### config.mk
export PLATFORM = sky130hd
export DESIGN_NAME = qr_valley_sel
export DESIGN_NICKNAME = d
export VERILOG_FILES = /design/src/rtl/qr_valley_pkg.sv /design/src/rtl/qr_line_hyst.sv /design/src/rtl/qr_valley_target.sv /design/src/rtl/qr_valley_timeout.sv /design/src/rtl/qr_valley_counter.sv /design/src/rtl/qr_valley_sel.sv
export SDC_FILE = /design/constraint.sdc
export NUM_CORES = 1
export LEC_CHECK = 0
export BUFFER_PORTS_ARGS = -buffer_cell sky130_fd_sc_hd__buf_2
export CORE_MARGIN = 1
export CORE_UTILIZATION = 30
export DETAILED_ROUTE_END_ITERATION = 8
export PLACE_DENSITY = 0.48
export SYNTH_ARGS = -nofsm -noshare
export SYNTH_HDL_FRONTEND = slang
export SYNTH_SLANG_ARGS = --single-unit
### constraint.sdc
create_clock -name clk -period 3 [get_ports clk]
set_clock_uncertainty 0.15 [all_clocks]
set_input_delay 0.75 -clock clk [delete_from_list [all_inputs] [get_ports clk]]
set_output_delay 0.75 -clock clk [all_outputs]
set_load 0.03 [all_outputs]
### src/rtl/qr_valley_pkg.sv
package qr_valley_pkg;

    typedef enum logic {
        RANGE_LOW  = 1'b0,
        RANGE_HIGH = 1'b1
    } line_range_e;

    typedef struct packed {
        line_range_e rng;
        logic [2:0]  pos;
    } valley_sel_t;

    localparam int unsigned VALLEY_W = 4;
    localparam logic [2:0]  LAST_POS = 3'd5;

    // Valley number for a line range and dimming position.
    function automatic logic [VALLEY_W-1:0] valley_for(valley_sel_t sel);
        logic [2:0]          p;
        logic [VALLEY_W-1:0] v;
        p = (sel.pos > LAST_POS) ? LAST_POS : sel.pos;
        if (sel.rng == RANGE_LOW) begin
            case (p)
                3'd0:    v = 4'd1;
                3'd1:    v = 4'd2;
                3'd2:    v = 4'd4;
                3'd3:    v = 4'd7;
                3'd4:    v = 4'd11;
                default: v = 4'd13;
            endcase
        end else begin
            case (p)
                3'd0:    v = 4'd2;
                3'd1:    v = 4'd3;
                3'd2:    v = 4'd5;
                3'd3:    v = 4'd8;
                3'd4:    v = 4'd12;
                default: v = 4'd15;
            endcase
        end
        return v;
    endfunction

endpackage

### src/rtl/qr_line_hyst.sv
module qr_line_hyst
    import qr_valley_pkg::*;
#(
    parameter int unsigned         LINE_W  = 8,
    parameter logic [LINE_W-1:0]   LINE_UP = LINE_W'(160),
    parameter logic [LINE_W-1:0]   LINE_DN = LINE_W'(140)
) (
    input  logic              clk,
    input  logic              rst,
    input  logic [LINE_W-1:0] line_code,
    output line_range_e       rng
);

    line_range_e rng_q;

    always_ff @(posedge clk) begin
        if (rst) begin
            rng_q <= RANGE_LOW;
        end else if (rng_q == RANGE_LOW && line_code >= LINE_UP) begin
            rng_q <= RANGE_HIGH;
        end else if (rng_q == RANGE_HIGH && line_code < LINE_DN) begin
            rng_q <= RANGE_LOW;
        end
    end

    assign rng = rng_q;

    // entering the high range needs a code at or above the upper threshold
    a_r8_enter_high: assert property (@(posedge clk) disable iff (rst)
        (rng_q == RANGE_HIGH && $past(rng_q) == RANGE_LOW) |-> $past(line_code) >= LINE_UP);

    // leaving the high range needs a code below the lower threshold
    a_r8_leave_high: assert property (@(posedge clk) disable iff (rst)
        (rng_q == RANGE_LOW && $past(rng_q) == RANGE_HIGH) |-> $past(line_code) < LINE_DN);

endmodule

### src/rtl/qr_valley_target.sv
module qr_valley_target
    import qr_valley_pkg::*;
(
    input  logic                clk,
    input  logic                rst,
    input  line_range_e         rng,
    input  logic [2:0]          dim_step,
    input  logic                cycle_start,
    output logic [VALLEY_W-1:0] target
);

    valley_sel_t         sel;
    logic [VALLEY_W-1:0] target_q;

    always_comb begin
        sel.rng = rng;
        sel.pos = dim_step;
    end

    always_ff @(posedge clk) begin
        if (rst) begin
            target_q <= 4'd1;
        end else if (cycle_start) begin
            target_q <= valley_for(sel);
        end
    end

    assign target = target_q;

    // the applied valley is never zero
    a_r6_target_nonzero: assert property (@(posedge clk) disable iff (rst)
        target_q != 4'd0);

endmodule

### src/rtl/qr_valley_timeout.sv
module qr_valley_timeout #(
    parameter int unsigned TMO_CYC = 325
) (
    input  logic clk,
    input  logic rst,
    input  logic enable,
    input  logic zcd_below,
    output logic valley_evt
);

    localparam int unsigned TW = $clog2(TMO_CYC + 1);

    logic          zcd_q;
    logic [TW-1:0] tcnt;
    logic          real_edge;
    logic          sub_pulse;

    assign real_edge  = enable && zcd_below && !zcd_q;
    assign sub_pulse  = enable && zcd_below && !real_edge && (tcnt == TW'(TMO_CYC - 1));
    assign valley_evt = real_edge || sub_pulse;

    always_ff @(posedge clk) begin
        if (rst) begin
            zcd_q <= 1'b0;
            tcnt  <= '0;
        end else begin
            zcd_q <= zcd_below;
            if (!enable || !zcd_below || valley_evt) begin
                tcnt <= '0;
            end else begin
                tcnt <= tcnt + 1'b1;
            end
        end
    end

    // the timeout counter never passes its limit
    a_r3_tcnt_bound: assert property (@(posedge clk) disable iff (rst)
        tcnt < TW'(TMO_CYC));

    // a substitute valley only appears while the comparator stays low
    a_r3_sub_when_low: assert property (@(posedge clk) disable iff (rst)
        sub_pulse |-> ($past(zcd_below) && zcd_below));

endmodule

### src/rtl/qr_valley_counter.sv
module qr_valley_counter
    import qr_valley_pkg::*;
(
    input  logic                clk,
    input  logic                rst,
    input  logic                gate_on,
    input  logic                valley_evt,
    input  logic [VALLEY_W-1:0] target,
    output logic                armed,
    output logic                cycle_start,
    output logic                req,
    output logic [VALLEY_W-1:0] cnt
);

    logic                gate_q;
    logic                gate_fall;
    logic [VALLEY_W-1:0] cnt_inc;

    assign cycle_start = gate_on && !gate_q;
    assign gate_fall   = gate_q && !gate_on;
    assign cnt_inc     = cnt + 4'd1;

    always_ff @(posedge clk) begin
        if (rst) begin
            gate_q <= 1'b0;
            armed  <= 1'b1;
            req    <= 1'b0;
            cnt    <= '0;
        end else begin
            gate_q <= gate_on;
            req    <= 1'b0;
            if (gate_on) begin
                armed <= 1'b0;
                cnt   <= '0;
            end else if (gate_fall) begin
                armed <= 1'b1;
                cnt   <= '0;
            end else if (armed && valley_evt) begin
                cnt <= cnt_inc;
                if (cnt_inc >= target) begin
                    req   <= 1'b1;
                    armed <= 1'b0;
                end
            end
        end
    end

    // request lasts a single cycle
    a_r4_req_single: assert property (@(posedge clk) disable iff (rst)
        req |=> !req);

    // a high gate clears the count and blocks the request
    a_r5_gate_clears: assert property (@(posedge clk) disable iff (rst)
        $past(gate_on) |-> (cnt == 4'd0 && !req));

    // the count only steps by one or returns to zero
    a_r2_cnt_step: assert property (@(posedge clk) disable iff (rst)
        (cnt != $past(cnt)) |-> (cnt == $past(cnt) + 4'd1 || cnt == 4'd0));

endmodule

### src/rtl/qr_valley_sel.sv
module qr_valley_sel
    import qr_valley_pkg::*;
#(
    parameter int unsigned       LINE_W  = 8,
    parameter logic [LINE_W-1:0] LINE_UP = LINE_W'(160),
    parameter logic [LINE_W-1:0] LINE_DN = LINE_W'(140),
    parameter int unsigned       TMO_CYC = 325
) (
    input  logic              clk,
    input  logic              rst,
    input  logic              zcd_below,
    input  logic [LINE_W-1:0] line_code,
    input  logic [2:0]        dim_step,
    input  logic              gate_on,
    output logic              turn_on_req,
    output logic [3:0]        valley_idx,
    output logic [3:0]        valley_cnt
);

    line_range_e         rng;
    logic [VALLEY_W-1:0] target;
    logic                cycle_start;
    logic                armed;
    logic                valley_evt;

    qr_line_hyst #(
        .LINE_W  (LINE_W),
        .LINE_UP (LINE_UP),
        .LINE_DN (LINE_DN)
    ) u_hyst (
        .clk       (clk),
        .rst       (rst),
        .line_code (line_code),
        .rng       (rng)
    );

    qr_valley_target u_target (
        .clk         (clk),
        .rst         (rst),
        .rng         (rng),
        .dim_step    (dim_step),
        .cycle_start (cycle_start),
        .target      (target)
    );

    qr_valley_timeout #(
        .TMO_CYC (TMO_CYC)
    ) u_tmo (
        .clk        (clk),
        .rst        (rst),
        .enable     (armed),
        .zcd_below  (zcd_below),
        .valley_evt (valley_evt)
    );

    qr_valley_counter u_cnt (
        .clk         (clk),
        .rst         (rst),
        .gate_on     (gate_on),
        .valley_evt  (valley_evt),
        .target      (target),
        .armed       (armed),
        .cycle_start (cycle_start),
        .req         (turn_on_req),
        .cnt         (valley_cnt)
    );

    assign valley_idx = target;

    // the applied valley moves only right after a gate rise
    a_r9_locked: assert property (@(posedge clk) disable iff (rst)
        !$stable(valley_idx) |-> $past(cycle_start));

    // the count never runs past the applied valley
    a_r4_cnt_le_target: assert property (@(posedge clk) disable iff (rst)
        valley_cnt <= valley_idx);

endmodule

==> flow_summary.yaml, run 1 <==
outcome:
  outcome: "finished, final reports clean"
timing:
  hold_violations: 0
  rsz0062_at_grt: "false"
  setup_viol: 0
  fin_crit_sh: 0.654
  fin_crit_ns: 1.96
  slew-limit-headroom: 0.655
  tns_ns: 0
  tightest_slew_ns: 0.505
  whs_ns: 0.333
  slew_viol_final: 0
  timing.fmax_mhz: 510
logic_synthesis:
  async_flop_share: 0
  synth_top_area_cell: "dfxtp_1"
  synth-edff-count: 0
  syn_nets: 147
  synth-main-ff-cell: "dfxtp_1"
  synth_area_sq_mm: 0.00110
  synth-seq-cells: 22
  synth_cell_types: 32
  yosysWarnings: 0
  netlist.area_leader.share: 0.401
  ys_seq_area_frac: 0.401
  synthTopCellsByArea: "dfxtp_1, ha_1, xnor2_1"
  synth_area_per_cell_sq_um: 8.78
  netlist_instances: 125
drt:
  ant_nets: 0
  first_iter_violations: 35
  drt-pass1-iter-count: 4
  drc_errors: 0
  routed_wl_mm: 2.08
  via_count: 905
  viasPerCell: 4.71
  wl_per_cell_microns: 10.8
global_route:
  antenna_found_initial: 0
  use_met2: 0.198
  grt-busiest-layer: "met2"
  grt.overflow.total: 0
  grt_util_all_layers: 0.121
  grt_first_pass_wirelength_mm: 3.80
  use_met3: 0.0164
  grt_pass1_vias: 874
  grt_start_max_net_pins: 12
  met1_usage: 0.155
layout:
  num_antenna_cells: 0
  layout.cells.non_filler: 192
  nets: 170
  multiInputGateArea_sq_um: 608
  drive_gt1_frac: 0.185
  ff_latch_area_sq_um: 440
  fillCellCount: 364
  synthToLayoutAreaGrowth_pct: 15.5
floorplanning:
  rows: 21
  fp.dieArea_sq_mm: 0.00390
  num_io_pins: 24
  start_util: 0.321
  die_y_microns: 62.5
  die_w_microns: 62.5
  coreArea_sq_mm: 0.00342
clocking:
  cts_tree: "done"
  cts_root_buf: "clkbuf_4"
  clk_pin_slew_worst_paths_ns: 0.12
  h-tree-depth: 1
  cts_made_buffers: 3
  clk_latency_ns: 0.30
  hold_buffers: 0
  cts_setup_buffers: 0
  ctsResizeCount: 0
  cts_buffer_depth: 2
  clock-sinks: 22
pwr:
  powerDensity_mw_per_mm2: 401
  switching_share: 0.262
  p_leak_nw: 0.484
  intPower_mw: 0.375
  pwr-share-comb: 0.132
  ir_worst_vdd_uv: 119
  power.share.sequential: 0.605
  power.switching_mw: 0.133
  pwr-share-clk: 0.263
worst_setup_path:
  critical_path_arrival_ns: 2.06
  r2r-start: "u_cnt.cnt[0]$_SDFFE_PP0P_"
  crit_chain: "ha_1 > ha_1 > a2111oi_0 > o41ai_1 > a21oi_1"
  max_stage_delay_ns: 0.49
  cp_max_fo: 6
  crit_path_frequent_cell: "ha_1"
  crit_required_ns: 3.10
  crit_type: "reg -> reg"
  cp-end-kind: "register"
  startpoint_type: "register"
  reg2regPathDepth: 5
  rrSetupSlack_ns: 1.04
  reg2reg_to: "u_cnt.armed$_SDFFE_PP1P_"
  critPathSlowestCell: "a2111oi_0"
min_path:
  hold_start: "u_target.target[2]$_SDFFE_PP0P_"
  whs_path_depth: 2
  hold_class: "reg -> reg"
  min_to: "u_target.target[2]$_SDFFE_PP0P_"
place:
  place_inst: 189
  io_buffer_count: 21
  dp_hpwl_mm: 1.57
  place.gp.congestion: 0.681
run:
  max_cap_violations: 0
## registers in the layout (all words and copies together) (netlist names)
register         flops
u_hyst.rng           1
u_cnt.req            1
u_tmo.tcnt           9
u_cnt.gate_q         1
u_target.target      4
u_cnt.cnt            4
u_tmo.zcd_q          1
u_cnt.armed          1
## critical path: cells and delay by family, from the launching register on
family	cells	cell delay (ns)
AO/OA/AOI/OAI	3	0.77
adder cells (fa/ha/maj)	2	0.56
flip-flops	1	0.43
## power by group through the flow
stage,combinational [mW],clock (mW),sequential (mW)
3_5_place_dp,0.0680,0,0.314
2_1_floorplan,0.0375,0,0.321
5_1_grt,0.0760,0.157,0.310
3_3_place_gp,0.0665,0,0.314
4_1_cts,0.0683,0.142,0.308
6_report,0.0674,0.134,0.308
## cell usage in the layout, fill, tap and decap left out, types with 2 or more instances in the layout
cell,netlist,final
ha_1,7,7
clkbuf_4,0,3
o31ai_1,4,4
nor2b_1,3,3
buf_2,0,21
dfxtp_1,22,22
nand3_1,5,5
or4_1,3,3
nor3_1,4,4
a211oi_1,3,3
o21ai_0,3,3
nor2_1,15,15
inv_1,7,7
xor2_1,3,3
nand2_1,9,9
or3_1,3,3
a21oi_1,8,8
xnor2_1,7,7
nand2b_1,2,2
## metrics by stage
step	setup slack [ns]	total power, mW	util	area, sq um
5_1_grt	0.872	0.542	0.371	1270
3_5_place_dp	1.05	0.382	0.364	1240
6_report	1.04	0.509	0.371	1270
3_3_place_gp	1.04	0.381	0.364	1240
2_1_floorplan	1.00	0.359	-	1100
4_1_cts	1.01	0.519	0.371	1270
## cell usage after synthesis (all sizes together), types with 4 or more instances
cell / count
a21oi: 8
dfxtp: 22
ha: 7
inv: 7
nand2: 9
nand3: 5
nor2: 15
nor3: 4
o31ai: 4
xnor2: 7
## cells by family after synthesis
logic type / Yosys count / synth area share
muxes: 1 / 0.0103
and+or+nand+nor: 48 / 0.227
xor gates and xnor gates: 10 / 0.0798
adders and majority gates: 7 / 0.0798
DFF: 22 / 0.401
AOI/OAI and AO/OA: 26 / 0.157
buffers and inverters: 11 / 0.0445
## how the worst max path moves through the flow
stage          cells after the start                      start                  endpoint  slack [ns]
6_report                           5  u_cnt.cnt[0]$_SDFFE_PP0P_  u_cnt.armed$_SDFFE_PP1P_        1.04
4_1_cts                            5  u_cnt.cnt[0]$_SDFFE_PP0P_  u_cnt.armed$_SDFFE_PP1P_        1.01
3_3_place_gp                       5  u_cnt.cnt[0]$_SDFFE_PP0P_  u_cnt.armed$_SDFFE_PP1P_        1.04
2_1_floorplan                      5  u_cnt.cnt[0]$_SDFFE_PP0P_  u_cnt.armed$_SDFFE_PP1P_        1.00
5_1_grt                            6  u_cnt.cnt[0]$_SDFFE_PP0P_  u_cnt.armed$_SDFFE_PP1P_        0.87
3_5_place_dp                       5  u_cnt.cnt[0]$_SDFFE_PP0P_  u_cnt.armed$_SDFFE_PP1P_        1.05
## cell type report
class	instances	share of cell area
repair buffers	22	0.0888
flip-flops and latches	22	0.347
well taps	46	0.0454
clock buffers	3	0.0178
inverters	7	0.0207
multi-input cells	92	0.480
## routing by layer
metal	routed length [microns]	share of wire
met5	0	0
met4	27	0.013
met3	69	0.033
met2	898	0.43
met1	1080	0.52
(Power assumes the default switching activity.)
==> run 2, diff against run 1 <==
--- a/config.mk
+++ b/config.mk
@@ -5,6 +5,7 @@
 export SDC_FILE = /design/constraint.sdc
 export NUM_CORES = 1
 export LEC_CHECK = 0
+export ABC_AREA = 1
 export BUFFER_PORTS_ARGS = -buffer_cell sky130_fd_sc_hd__buf_2
 export CORE_MARGIN = 1
 export CORE_UTILIZATION = 30
==> constraint.sdc (replaced) <==
create_clock -name clk -period 1.9 [get_ports clk]
set_clock_uncertainty 0.15 [all_clocks]
set_input_delay 0.475 -clock clk [delete_from_list [all_inputs] [get_ports clk]]
set_output_delay 0.475 -clock clk [all_outputs]
set_load 0.03 [all_outputs]
==> flow_summary.yaml, run 2 <==
drt:
  drt-pass1-iter-count: 3
  drc_errors: 0
  routed_wl_mm: 2.32
  wl_per_cell_microns: 10.3
  via_count: 999
  first_iter_violations: 29
  ant_nets: 0
  viasPerCell: 4.44
worst_setup_path:
  critical_path_arrival_ns: 1.79
  r2r-start: "u_cnt.cnt[0]$_SDFFE_PP0P_"
  cp-startpoint: "u_cnt.cnt[0]$_SDFFE_PP0P_"
  max_stage_delay_ns: 0.37
  crit_chain: "ha_4 > xor2_2 > ha_1 > nand2_1 > inv_1 > nand2_1 > nand3_1 > nand3_2 > nand2_1 > a21oi_2"
  startpoint_type: "register"
  cp-end-kind: "register"
  reg2regPathDepth: 10
  crit_path_frequent_cell: "nand2_1"
  crit_family: "adder cells"
  critPathSlowestCell: "dfxtp_4"
  timing.critical_path.buf_inv: 1
  cp.depth: 10
  crit_type: "reg -> reg"
  rrSetupSlack_ns: 0.16
  cp_max_fo: 5
  reg2reg_to: "u_cnt.armed$_SDFFE_PP1P_"
  crit_required_ns: 1.95
outcome:
  outcome: "finished, final reports clean"
logic_synthesis:
  synthSimpleGateAreaFrac: 0.306
  synth_top_area_cell: "dfxtp_1"
  synthTopCellsByArea: "dfxtp_1, nand2_1, inv_1"
  yosysWarnings: 0
  synth-xor-area-share: 0.0309
  synth-seq-cells: 22
  synth_area_per_cell_sq_um: 7.46
  ys_seq_area_frac: 0.389
  synth-main-ff-cell: "dfxtp_1"
  synth-edff-count: 0
  synth_mux_area_frac: 0
  yosys-top-cells-count: "nand2_1, inv_1, dfxtp_1"
  syn_nets: 174
  async_flop_share: 0
  synth_compound_area_frac: 0.108
  synth_area_sq_mm: 0.00113
  netlist_instances: 152
  synth_cell_types: 23
  netlist.area_leader.share: 0.389
  synth_top_family_by_area: "simple AND/OR/NAND/NOR gates"
  yosys.area_share.adder: 0.0773
  yosys.cell_count.top_type: "nand2_1"
layout:
  num_antenna_cells: 0
  synthToLayoutAreaGrowth_pct: 24.6
  largest_reg_flops: 9
  final_cell_area_sq_mm: 0.00141
  final_common_cell: "nand2_1"
  top_register: "u_tmo.tcnt"
  mostFrequentLayoutCells: "nand2_1, inv_1, buf_2"
  final_util: 0.407
  layout.cells.non_filler: 225
  nets: 202
  drive_gt1_frac: 0.263
floorplanning:
  fp.dieArea_sq_mm: 0.00403
  die_w_microns: 63.5
  die_y_microns: 63.5
  start_util: 0.327
  rows: 21
  coreArea_sq_mm: 0.00347
  num_io_pins: 24
pwr:
  total_power_mw: 0.959
  p_leak_nw: 0.627
  ir_worst_vdd_uv: 375
  powerDensity_mw_per_mm2: 679
min_path:
  whs_path_depth: 3
  hold_start: "zcd_below"
  min_to: "u_tmo.zcd_q$_SDFF_PP0_"
  hold_class: "in -> reg"
timing:
  setup_viol: 0
  slew-limit-headroom: 0.715
  timing.fmax_mhz: 575
  rsz0062_at_grt: "false"
  fin_crit_ns: 1.74
  tightest_slew_ns: 0.427
  hold_violations: 0
  finalWorstSetupSlack_ns: 0.162
  fin_crit_sh: 0.915
  slew_viol_final: 0
  whs_ns: 0.280
  tns_ns: 0
clocking:
  cts_tree: "done"
  cts_made_buffers: 3
  clk_pin_slew_worst_paths_ns: 0.08
  cts_buffer_depth: 2
  cts_root_buf: "clkbuf_8"
  hold_buffers: 0
  h-tree-depth: 1
  clock-sinks: 22
  clk_latency_ns: 0.26
global_route:
  use_met2: 0.213
  grt_start_max_net_pins: 13
  antenna_found_initial: 0
  met1_usage: 0.150
  grt_pass1_vias: 941
  grt.overflow.total: 0
  use_met3: 0.0326
  grt_util_all_layers: 0.127
  grt_first_pass_wirelength_mm: 3.98
  grt-busiest-layer: "met2"
place:
  dp_slack_ns: 0.0531
  dp_hpwl_mm: 1.78
  io_buffer_count: 21
  place_inst: 220
  placed_area_sq_mm: 0.00130
  place.gp.congestion: 0.694
run:
  max_cap_violations: 0
## run 2: changes by cell type in the layout (fill, tap and decap cells not counted), moves of 3 or more
| cell | before | now |
|---|---|---|
| or4_1 | 3 | 0 |
| inv_1 | 7 | 25 |
| a211oi_1 | 3 | 0 |
| clkbuf_4 | 3 | 0 |
| nand2_1 | 9 | 32 |
| nand3_1 | 5 | 8 |
| nor2b_1 | 3 | 0 |
| xnor2_1 | 7 | 1 |
| nor3_1 | 4 | 0 |
| or3_1 | 3 | 0 |
| nand3_2 | 0 | 3 |
| o31ai_1 | 4 | 0 |
| clkbuf_8 | 0 | 4 |
| a21oi_1 | 8 | 12 |
## run 2: worst max-delay path by stage
| stage | end | slack, ns |
|---|---|---|
| floorplan | u_cnt.armed$_SDFFE_PP1P_ | 0.05 |
| global placement | u_cnt.armed$_SDFFE_PP1P_ | 0.12 |
| detailed placement | u_cnt.armed$_SDFFE_PP1P_ | 0.05 |
| CTS | u_cnt.armed$_SDFFE_PP1P_ | 0.03 |
| global route | u_cnt.armed$_SDFFE_PP1P_ | 0.01 |
| finish | u_cnt.armed$_SDFFE_PP1P_ | 0.16 |
## run 2: cell families (layout without fill, tap and decap cells)
group                      after synthesis  count (layout)
DFF                                     22              22
AOI/OAI and AO/OA                       22              22
xor gates and xnor gates                 4               4
adders and majority gates                7               7
buffers and inverters                   27              54
and+or+nand+nor                         70              70
## run 2: metal layers
| metal | vias to the layer above | wire (microns) | share of wire |
|---|---|---|---|
| li1 | 539 | - | - |
| met1 | 436 | 1110 | 0.48 |
| met2 | 19 | 1080 | 0.47 |
| met3 | 5 | 85 | 0.037 |
| met4 | 0 | 43 | 0.019 |
| met5 | - | 0 | 0 |
## run 2: repair_timing
| action | in CTS | in global routing |
|---|---|---|
| endpoints found under the setup margin | 0 | 2 |
| hold endpoints to repair | 0 | 0 |
| resized for setup | 0 | 10 |
| setup buffers | 0 | 1 |
## run 2: area by class of cell
| cell class | instances | area, sq um |
|---|---|---|
| fillers | 380 | 2060 |
| clock buffers | 4 | 55.1 |
| inverters | 27 | 101 |
| flip-flops and latches | 22 | 445 |
| multi-input cells | 103 | 633 |
| well taps | 46 | 57.6 |
| repair buffers | 23 | 120 |
## run 2: where the power goes
| part | leakage, nW | switching, mW | internal, mW |
|---|---|---|---|
| clock | 0.0288 | 0.154 | 0.185 |
| combinational | 0.418 | 0.0836 | 0.0481 |
| sequential | 0.181 | 0.0130 | 0.475 |
## run 2: tightest hold or removal path, stage by stage
cell and delay (ns):
buf_2 0.10, inv_1 0.05, nor2_1 0.03
==> run 3, diff against run 2 <==
--- a/config.mk
+++ b/config.mk
@@ -5,7 +5,7 @@
 export SDC_FILE = /design/constraint.sdc
 export NUM_CORES = 1
 export LEC_CHECK = 0
-export ABC_AREA = 1
+export ABC_AREA = 0
 export BUFFER_PORTS_ARGS = -buffer_cell sky130_fd_sc_hd__buf_2
 export CORE_MARGIN = 1
 export CORE_UTILIZATION = 30
==> flow_summary.yaml, run 3 (synthesized netlist as in run 1, its figures left out) <==
layout:
  drive_gt1_frac: 0.279
  final_common_cell: "buf_2"
  top_register: "u_tmo.tcnt"
  final_util: 0.407
  fillCellCount: 367
  mostFrequentLayoutCells: "buf_2, dfxtp_1, nor2_1"
  synthToLayoutAreaGrowth_pct: 26.7
  largest_reg_flops: 9
  num_antenna_cells: 0
  final_cell_area_sq_mm: 0.00139
  nets: 177
clocking:
  cts_buffer_depth: 2
  clock-sinks: 22
  hold_buffers: 0
  cts_root_buf: "clkbuf_4"
  cts_made_buffers: 3
  cts_setup_buffers: 0
  h-tree-depth: 1
  cts_tree: "done"
  clk_latency_ns: 0.31
  clk_pin_slew_worst_paths_ns: 0.13
timing:
  rsz0062_at_grt: "true"
  fin_crit_ns: 1.87
  tightest_slew_ns: 0.272
  slew-limit-headroom: 0.816
  slew_viol_final: 0
  timing.fmax_mhz: 535
  fin_crit_sh: 0.985
  hold_violations: 0
  tns_ns: 0
  setup_viol: 0
  whs_ns: 0.264
worst_setup_path:
  cp_max_fo: 6
  timing.critical_path.buf_inv: 1
  cp.depth: 7
  critical_path_arrival_ns: 1.98
  crit_chain: "ha_4 > xor2_1 > ha_2 > a2111oi_2 > buf_4 > or4_1 > nor2_1"
  critPathSlowestCell: "or4_1"
  crit_required_ns: 2.01
  crit_type: "reg -> reg"
  reg2regPathDepth: 7
  crit_family: "simple AND/OR/NAND/NOR gates"
  cp-end-kind: "register"
  max_stage_delay_ns: 0.46
  startpoint_type: "register"
floorplanning:
  coreArea_sq_mm: 0.00342
  start_util: 0.321
  rows: 21
  die_y_microns: 62.5
  num_io_pins: 24
  fp.dieArea_sq_mm: 0.00390
  die_w_microns: 62.5
place:
  place.gp.congestion: 0.759
  placed_area_sq_mm: 0.00130
  dp_hpwl_mm: 1.61
  io_buffer_count: 21
drt:
  first_iter_violations: 44
  drc_errors: 0
  ant_nets: 0
  drt-pass1-iter-count: 5
  via_count: 936
  viasPerCell: 4.68
  routed_wl_mm: 2.15
  wl_per_cell_microns: 10.8
global_route:
  grt_start_max_net_pins: 14
  grt_first_pass_wirelength_mm: 3.77
  grt_util_all_layers: 0.118
  grt.overflow.total: 0
  grt_pass1_vias: 863
  antenna_found_initial: 0
run:
  max_cap_violations: 0
pwr:
  intPower_mw: 0.739
  p_leak_nw: 0.543
  pwr-share-comb: 0.122
  powerDensity_mw_per_mm2: 695
  switching_share: 0.235
  power.switching_mw: 0.226
  power.share.sequential: 0.503
  pwr-share-clk: 0.375
  ir_worst_vdd_uv: 268
min_path:
  whs_path_depth: 2
  hold_class: "in -> reg"
outcome:
  outcome: "finished, final reports clean"
[run 3: cell types whose count changed in the layout (fill, tap and decap cells not counted), moves of 4 or more]
cell | previous run | this run
a21oi_1 | 12 | 8
buf_4 | 2 | 8
clkbuf_8 | 4 | 0
inv_1 | 25 | 7
nand2_1 | 32 | 9
nand3_1 | 8 | 4
nor3_1 | 0 | 4
o31ai_1 | 0 | 4
xnor2_1 | 1 | 7
[run 3: worst paths after layout]
kind	start	to	slack (ns)
setup / recovery	u_cnt.cnt[0]$_SDFFE_PP0P_	u_cnt.req$_SDFF_PP0_	0.03
hold / removal	line_code[7]	u_hyst.rng$_SDFFE_PP0P_	0.26
setup reg to reg	u_cnt.cnt[0]$_SDFFE_PP0P_	u_cnt.req$_SDFF_PP0_	0.03
hold reg to reg	u_target.target[2]$_SDFFE_PP0P_	u_target.target[2]$_SDFFE_PP0P_	0.33
[run 3: final cells by class]
| cell class | count | area [sq um] | area share |
|---|---|---|---|
| clock buffer | 3 | 22.5 | 0.0162 |
| clock inverter | 1 | 30.0 | 0.0216 |
| inverter | 7 | 26.3 | 0.0189 |
| multi-input combinational | 92 | 642 | 0.462 |
| sequential | 22 | 447 | 0.321 |
| tap | 46 | 57.6 | 0.0414 |
| timing repair buffer | 29 | 165 | 0.119 |
[run 3: metal layers]
| layer | part of all wire | track usage | vias up |
|---|---|---|---|
| met3 | 0.024 | 0.0219 | 0 |
| met2 | 0.44 | 0.189 | 16 |
| met1 | 0.53 | 0.159 | 420 |
| met4 | 0 | 0.0349 | 0 |
| met5 | 0 | 0 | - |
| li1 | - | - | 500 |
[run 3: metrics by stage]
| stage | std cells | setup slack (ns) | total power, mW |
|---|---|---|---|
| 6_report | 200 | 0.0294 | 0.965 |
| 5_1_grt | 200 | -0.0749 | 1.02 |
| 4_1_cts | 200 | -0.0215 | 0.974 |
| 3_5_place_dp | 196 | -0.0162 | 0.609 |
| 3_3_place_gp | 196 | -0.00138 | 0.606 |
| 2_1_floorplan | 125 | 0.0458 | 0.567 |
[run 3: power groups by stage]
stage          clock network (mW)  logic [mW]  registers [mW]
5_1_grt                     0.397       0.134           0.488
4_1_cts                     0.374       0.114           0.486
6_report                    0.362       0.118           0.486
3_5_place_dp                    0       0.112           0.496
3_3_place_gp                    0       0.110           0.496
2_1_floorplan                   0      0.0592           0.508
[run 3: repair_timing]
action,in CTS,in global routing
pin swaps,0,2
gates resized for setup,1,7
endpoints found under the setup margin,2,11
cloned,0,0
